<file path="src/rtl/alarm_irq_pkg.sv">
package alarm_irq_pkg;
  localparam int NSRC = 3;
  localparam int AW   = 5;
  localparam int DW   = 8;

  localparam int SRC_LOS = 0;
  localparam int SRC_DFM = 1;
  localparam int SRC_AIS = 2;

  localparam logic [AW-1:0] A_SWRST = 5'h0A;

  function automatic logic [AW-1:0] raw_addr(int s);
    case (s)
      SRC_LOS: return 5'h04;
      SRC_DFM: return 5'h05;
      default: return 5'h06;
    endcase
  endfunction

  function automatic logic [AW-1:0] en_addr(int s);
    case (s)
      SRC_LOS: return 5'h08;
      SRC_DFM: return 5'h09;
      default: return 5'h14;
    endcase
  endfunction

  function automatic logic [AW-1:0] st_addr(int s);
    case (s)
      SRC_LOS: return 5'h0C;
      SRC_DFM: return 5'h0D;
      default: return 5'h0E;
    endcase
  endfunction
endpackage

</file>
<file path="src/rtl/alarm_sync.sv">
module alarm_sync #(
  parameter int W      = 4,
  parameter int STAGES = 2
) (
  input  logic         clk_i,
  input  logic         rst_ni,
  input  logic [W-1:0] d_i,
  output logic [W-1:0] q_o
);
  logic [STAGES-1:0][W-1:0] pipe;

  always_ff @(posedge clk_i or negedge rst_ni) begin
    if (!rst_ni) begin
      pipe <= '0;
    end else begin
      pipe[0] <= d_i;
      for (int i = 1; i < STAGES; i++) pipe[i] <= pipe[i-1];
    end
  end

  assign q_o = pipe[STAGES-1];
endmodule

</file>
<file path="src/rtl/alarm_src.sv">
module alarm_src #(
  parameter int NCH  = 4,
  parameter int SYNC = 2
) (
  input  logic           clk_i,
  input  logic           rst_ni,
  input  logic           clr_i,
  input  logic           act_i,
  input  logic [NCH-1:0] raw_i,
  input  logic           en_we_i,
  input  logic           st_clr_i,
  input  logic [NCH-1:0] wdata_i,
  output logic [NCH-1:0] raw_o,
  output logic [NCH-1:0] en_o,
  output logic [NCH-1:0] st_o
);
  logic [NCH-1:0] sync_q, qual, prev_q, evt, clr_mask;

  alarm_sync #(.W(NCH), .STAGES(SYNC)) u_sync (
    .clk_i(clk_i), .rst_ni(rst_ni), .d_i(raw_i), .q_o(sync_q)
  );

  assign qual     = sync_q & {NCH{act_i}};
  assign evt      = qual ^ prev_q;
  assign clr_mask = st_clr_i ? wdata_i : '0;

  // prev keeps tracking during a soft reset so no stale change fires after it
  always_ff @(posedge clk_i or negedge rst_ni) begin
    if (!rst_ni) prev_q <= '0;
    else         prev_q <= qual;
  end

  always_ff @(posedge clk_i or negedge rst_ni) begin
    if (!rst_ni)      en_o <= '0;
    else if (clr_i)   en_o <= '0;
    else if (en_we_i) en_o <= wdata_i;
  end

  // new change wins over a simultaneous clear
  always_ff @(posedge clk_i or negedge rst_ni) begin
    if (!rst_ni)    st_o <= '0;
    else if (clr_i) st_o <= '0;
    else            st_o <= (st_o & ~clr_mask) | evt;
  end

  assign raw_o = qual;
endmodule

</file>
<file path="src/rtl/sw_reset_timer.sv">
module sw_reset_timer #(
  parameter int SHORT_CYC = 200,
  parameter int LONG_CYC  = 400
) (
  input  logic clk_i,
  input  logic rst_ni,
  input  logic start_i,
  input  logic long_i,
  output logic busy_o
);
  localparam int CW = $clog2(LONG_CYC + 1);
  localparam logic [CW-1:0] SHORT_V = CW'(SHORT_CYC);
  localparam logic [CW-1:0] LONG_V  = CW'(LONG_CYC);

  logic [CW-1:0] cnt_q;

  always_ff @(posedge clk_i or negedge rst_ni) begin
    if (!rst_ni)                    cnt_q <= '0;
    else if (start_i && !busy_o)    cnt_q <= long_i ? LONG_V : SHORT_V;
    else if (busy_o)                cnt_q <= cnt_q - 1'b1;
  end

  assign busy_o = (cnt_q != '0);
endmodule

</file>
<file path="src/rtl/alarm_irq_ctrl.sv">
module alarm_irq_ctrl
  import alarm_irq_pkg::*;
#(
  parameter int NCH           = 4,
  parameter int SYNC_STAGES   = 2,
  parameter int RST_SHORT_CYC = 200,
  parameter int RST_LONG_CYC  = 400
) (
  input  logic          clk_i,
  input  logic          rst_ni,
  input  logic          host_mode_i,
  input  logic          nonmux_i,
  input  logic [NCH-1:0] los_i,
  input  logic [NCH-1:0] dfm_i,
  input  logic [NCH-1:0] ais_i,
  input  logic          we_i,
  input  logic [AW-1:0] addr_i,
  input  logic [DW-1:0] wdata_i,
  output logic [DW-1:0] rdata_o,
  output logic          irq_no,
  output logic          sw_rst_o
);
  logic                           wr_ok, rst_hit, pend_any;
  logic [NSRC-1:0][NCH-1:0]       raw_in, raw_all, en_all, st_all;

  assign raw_in[SRC_LOS] = los_i;
  assign raw_in[SRC_DFM] = dfm_i;
  assign raw_in[SRC_AIS] = ais_i;

  assign wr_ok   = we_i && !sw_rst_o;
  assign rst_hit = wr_ok && (addr_i == A_SWRST);

  sw_reset_timer #(.SHORT_CYC(RST_SHORT_CYC), .LONG_CYC(RST_LONG_CYC)) u_tmr (
    .clk_i(clk_i), .rst_ni(rst_ni), .start_i(rst_hit),
    .long_i(nonmux_i), .busy_o(sw_rst_o)
  );

  for (genvar s = 0; s < NSRC; s++) begin : g_src
    alarm_src #(.NCH(NCH), .SYNC(SYNC_STAGES)) u_src (
      .clk_i   (clk_i),
      .rst_ni  (rst_ni),
      .clr_i   (sw_rst_o),
      .act_i   ((s == SRC_AIS) ? host_mode_i : 1'b1),
      .raw_i   (raw_in[s]),
      .en_we_i (wr_ok && (addr_i == en_addr(s))),
      .st_clr_i(wr_ok && (addr_i == st_addr(s))),
      .wdata_i (wdata_i[NCH-1:0]),
      .raw_o   (raw_all[s]),
      .en_o    (en_all[s]),
      .st_o    (st_all[s])
    );
  end

  always_comb begin
    rdata_o = '0;
    for (int s = 0; s < NSRC; s++) begin
      if (addr_i == raw_addr(s)) rdata_o[NCH-1:0] = raw_all[s];
      if (addr_i == en_addr(s))  rdata_o[NCH-1:0] = en_all[s];
      if (addr_i == st_addr(s))  rdata_o[NCH-1:0] = st_all[s];
    end
  end

  assign pend_any = |(st_all & en_all);

  always_ff @(posedge clk_i or negedge rst_ni) begin
    if (!rst_ni) irq_no <= 1'b1;
    else         irq_no <= !pend_any;
  end
endmodule

</file>
<file path="config.mk">
export PLATFORM = sky130hd
export DESIGN_NAME = alarm_irq_ctrl
export DESIGN_NICKNAME = d
export VERILOG_FILES = /design/src/rtl/alarm_irq_pkg.sv /design/src/rtl/alarm_sync.sv /design/src/rtl/alarm_src.sv /design/src/rtl/sw_reset_timer.sv /design/src/rtl/alarm_irq_ctrl.sv
export SDC_FILE = /design/constraint.sdc
export NUM_CORES = 1
export LEC_CHECK = 0
export BUFFER_PORTS_ARGS = -buffer_cell sky130_fd_sc_hd__buf_2
export CAP_MARGIN = 20
export CORE_ASPECT_RATIO = 2
export CORE_UTILIZATION = 40
export CTS_CLUSTER_DIAMETER = 120
export DETAILED_ROUTE_END_ITERATION = 12
export SETUP_SLACK_MARGIN = 0.02
export SYNTH_ARGS = -nofsm -noshare
export SYNTH_HDL_FRONTEND = slang
export SYNTH_SLANG_ARGS = --single-unit
</file>
<file path="constraint.sdc">
create_clock -name clk_i -period 2.2 [get_ports clk_i]
set_clock_uncertainty 0.05 [all_clocks]
set_input_delay 0.33 -clock clk_i [delete_from_list [all_inputs] [get_ports clk_i]]
set_output_delay 0.33 -clock clk_i [all_outputs]
set_load 0.02 [all_outputs]
</file>
==> impl_results.md <==
- Status: finished clean
- Reg2reg end: u_tmr.cnt_q[3]
- GRT Overall Usage: 0.203
- # diodes: 0
- YS warnings: 0
- Largest net degree at the start of global routing: 71
- TritonCTS clock tree: yes
- DR DRC count: 0
- Post-route ant nets: 0
- Max-capacitance violation count: 0
- Met3 Usage GRT: 0.0639
- DRT Pass-1 Iters: 4
- Top Usage Layer GRT: met2
- Fin Setup TNS: 0 ps
- DIE AREA: 7960 sq um
- Number of vias per cell: 5.50
- Initial antenna violation count: 0
- Post-synth EDFFs: 0
- Fmax: 470 MHz
- Final hold viol count: 0
- # IOs: 40
- Cells on worst reg2reg path: 8
- WL/cell: 17.4 um
- Post-synth ARST share: 1.00
- Final nets: 351
- Clock sinks: 70
- R2R setup slack: 110 ps
- Die width: 63.6 um
- Critical path fanouts, max: 3
- Placer Congestion: 0.878
- CTS H-tree depth: 3
- Global route overflow: 0
- Hold Crit Class: input port to flip-flop
- Detailed Place HPWL: 5250 um
- Sequential area share after synthesis: 0.578
- Final max-slew violation count: 0
- DR vias: 2290
- Post-synthesis register bit count: 70
- Worst setup path endpoint: sw_rst_o
- Leakage: 1.65 nW
- Fin crit period: 2130 ps
- Worst reg2reg path startpoint: u_tmr.cnt_q[0]
- RSZ-0062 raised after global routing: false
- Mean Syn Cell Area: 11.2 sq um
- Area Growth Syn to Fin: 22.4%
- Vias in the first global route: 2319
- Worst Setup End Kind: output pin
- Critical Path Start: u_tmr.cnt_q[0]
- Power Total: 2.96 mW
- Drt total wl: 7250 um
- Initial Utilization: 0.414
- Clock transition at path regs: 50 ps
- Clock insertion delay at the later pin of the skew report: 330 ps
- Final setup fails: 0
- Met1 usage: 0.201
- FP Rows: 44
- Layout cell share with drive strength beyond 1: 0.222
- Synth Cell Area: 3030 sq um
- Mapped Cells: 271
- Peak supply drop: 652 uV
- Number of buffers created by CTS: 9
- Die height: 125 um
- CP Launch Type: flip-flop
- Critical Path RT: 1820 ps
- # port buffers: 31
- Placed Area: 3330 sq um
- Core ar.: 7320 sq um
- Crit path DAT: 1750 ps
- Netlist cell types: 46
- Clock Tree Root: clkbuf_16
- Period utilization: 0.967
- Post-route cell area: 3710 sq um
- CP Class: flip-flop to output pin
- Post-synth top flop: dfrtp_1
- Met2 GRT Util: 0.347
- Clk buf depth: 2
- First-pass GRT wire length: 11700 um
- Pwr Density: 797 nW/um^2
- DRT iter0 DRCs: 125
==> synth_stat cells, drive strengths merged, types with 3 or more instances <==
cell type  number  share of area
a21o            4         0.0099
a21oi          22          0.036
a221oi          3         0.0087
a22o            3         0.0087
a31oi           3         0.0062
and2            4         0.0082
buf             6          0.013
clkbuf          8         0.0099
dfrtp          69           0.57
inv             8         0.0099
mux2i          15          0.049
nand2           6         0.0074
nand3           6         0.0099
nand3b          6          0.015
nor2           16          0.022
nor2b           4         0.0082
nor3            6         0.0099
o211ai          5          0.012
o21ai          27          0.045
o22ai           6          0.012
xnor2          14          0.040
==> per-stage QoR <==
step	hold WS [ps]	setup WS, ps	std cells	util
floorplan	-15.6	171	274	-
global placement	282	207	393	0.455
detailed placement	285	181	393	0.455
CTS	43.2	32.1	413	0.501
global route	39.3	2.40	416	0.507
finish	51.9	72.4	416	0.507
==> how the worst min path moves through the flow <==
stage | startpoint | end | slack (ps) | cells after the start
3_5_place_dp | g_src[1].u_src.u_sync.pipe[3] | g_src[1].u_src.u_sync.q_o[3] | 280 | 0
4_1_cts | ais_i[2] | g_src[2].u_src.u_sync.pipe[2] | 40 | 1
3_3_place_gp | g_src[1].u_src.u_sync.pipe[3] | g_src[1].u_src.u_sync.q_o[3] | 280 | 0
6_report | dfm_i[0] | g_src[1].u_src.u_sync.pipe[0] | 50 | 1
5_1_grt | dfm_i[1] | g_src[1].u_src.u_sync.pipe[1] | 40 | 1
2_1_floorplan | rst_ni | g_src[0].u_src.en_o[0] | -20 | 0
==> layer usage <==
metal  vias to the layer above  wire length, um
li1                       1065                -
met1                      1111             2650
met2                        86             3860
met3                        28              310
met4                         0              419
met5                         -                0
==> logic make-up after synthesis <==
| logic type | after synthesis | synth area share |
|---|---|---|
| AOI/OAI and AO/OA | 78 | 0.152 |
| xor gates and xnor gates | 15 | 0.0433 |
| adders and majority gates | 2 | 0.00825 |
| buffers and inverters | 22 | 0.0330 |
| DFF | 70 | 0.578 |
| muxes | 15 | 0.0495 |
| other | 1 | 0.00124 |
| and+or+nand+nor | 68 | 0.135 |
==> sequential cells by signal (all words and copies together) (netlist names) <==
signal                   cells
g_src.u_src.prev_q          12
g_src.u_src.st_o            12
g_src.u_src.en_o            12
g_src.u_src.u_sync.pipe     12
irq_no                       1
u_tmr.cnt_q                  9
g_src.u_src.u_sync.q_o      12
==> layout by cell type, fill, tap and decap left out, drive strengths merged, types with 5 or more instances in the layout <==
cell / instances
clkbuf: 13
nand3b: 6
nand3: 6
inv: 8
mux2i: 15
o22ai: 6
xnor2: 14
nor3: 6
o21ai: 27
o211ai: 5
nand2: 6
buf: 47
nor2: 16
a21oi: 22
dfrtp: 69
==> critical path: stages (launching register included) <==
cell     delay [ps]
dfrtp_1         380
inv_2            90
ha_4            130
or4b_4          480
nor2_4          160
inv_4            50
buf_6           120
==> area by class of cell <==
class	count	area, sq um
Clock buffer	13	260
Clock inverter	3	42.5
Fill cell	683	3610
Inverter	8	32.5
Multi-Input combinational cell	182	1200
Sequential cell	70	1750
Tap cell	92	115
Timing Repair Buffer	48	304
==> where the power goes <==
group / internal [mW] / switching [mW] / total, mW
combinational: 0.0694 / 0.110 / 0.179
clock: 0.937 / 0.503 / 1.44
sequential: 1.32 / 0.0162 / 1.34
total: 2.33 / 0.629 / 2.96
==> timing repair <==
item | in CTS | in global routing
hold buffers | 1 | 0
endpoints found under the setup margin | 1 | 1
pin swaps | 1 | 1
endpoints found under the hold margin | 67 | 0
gates resized for setup | 1 | 6
buffers inserted | 3 | 3
Note: power is estimated with default switching activity, not from simulation.
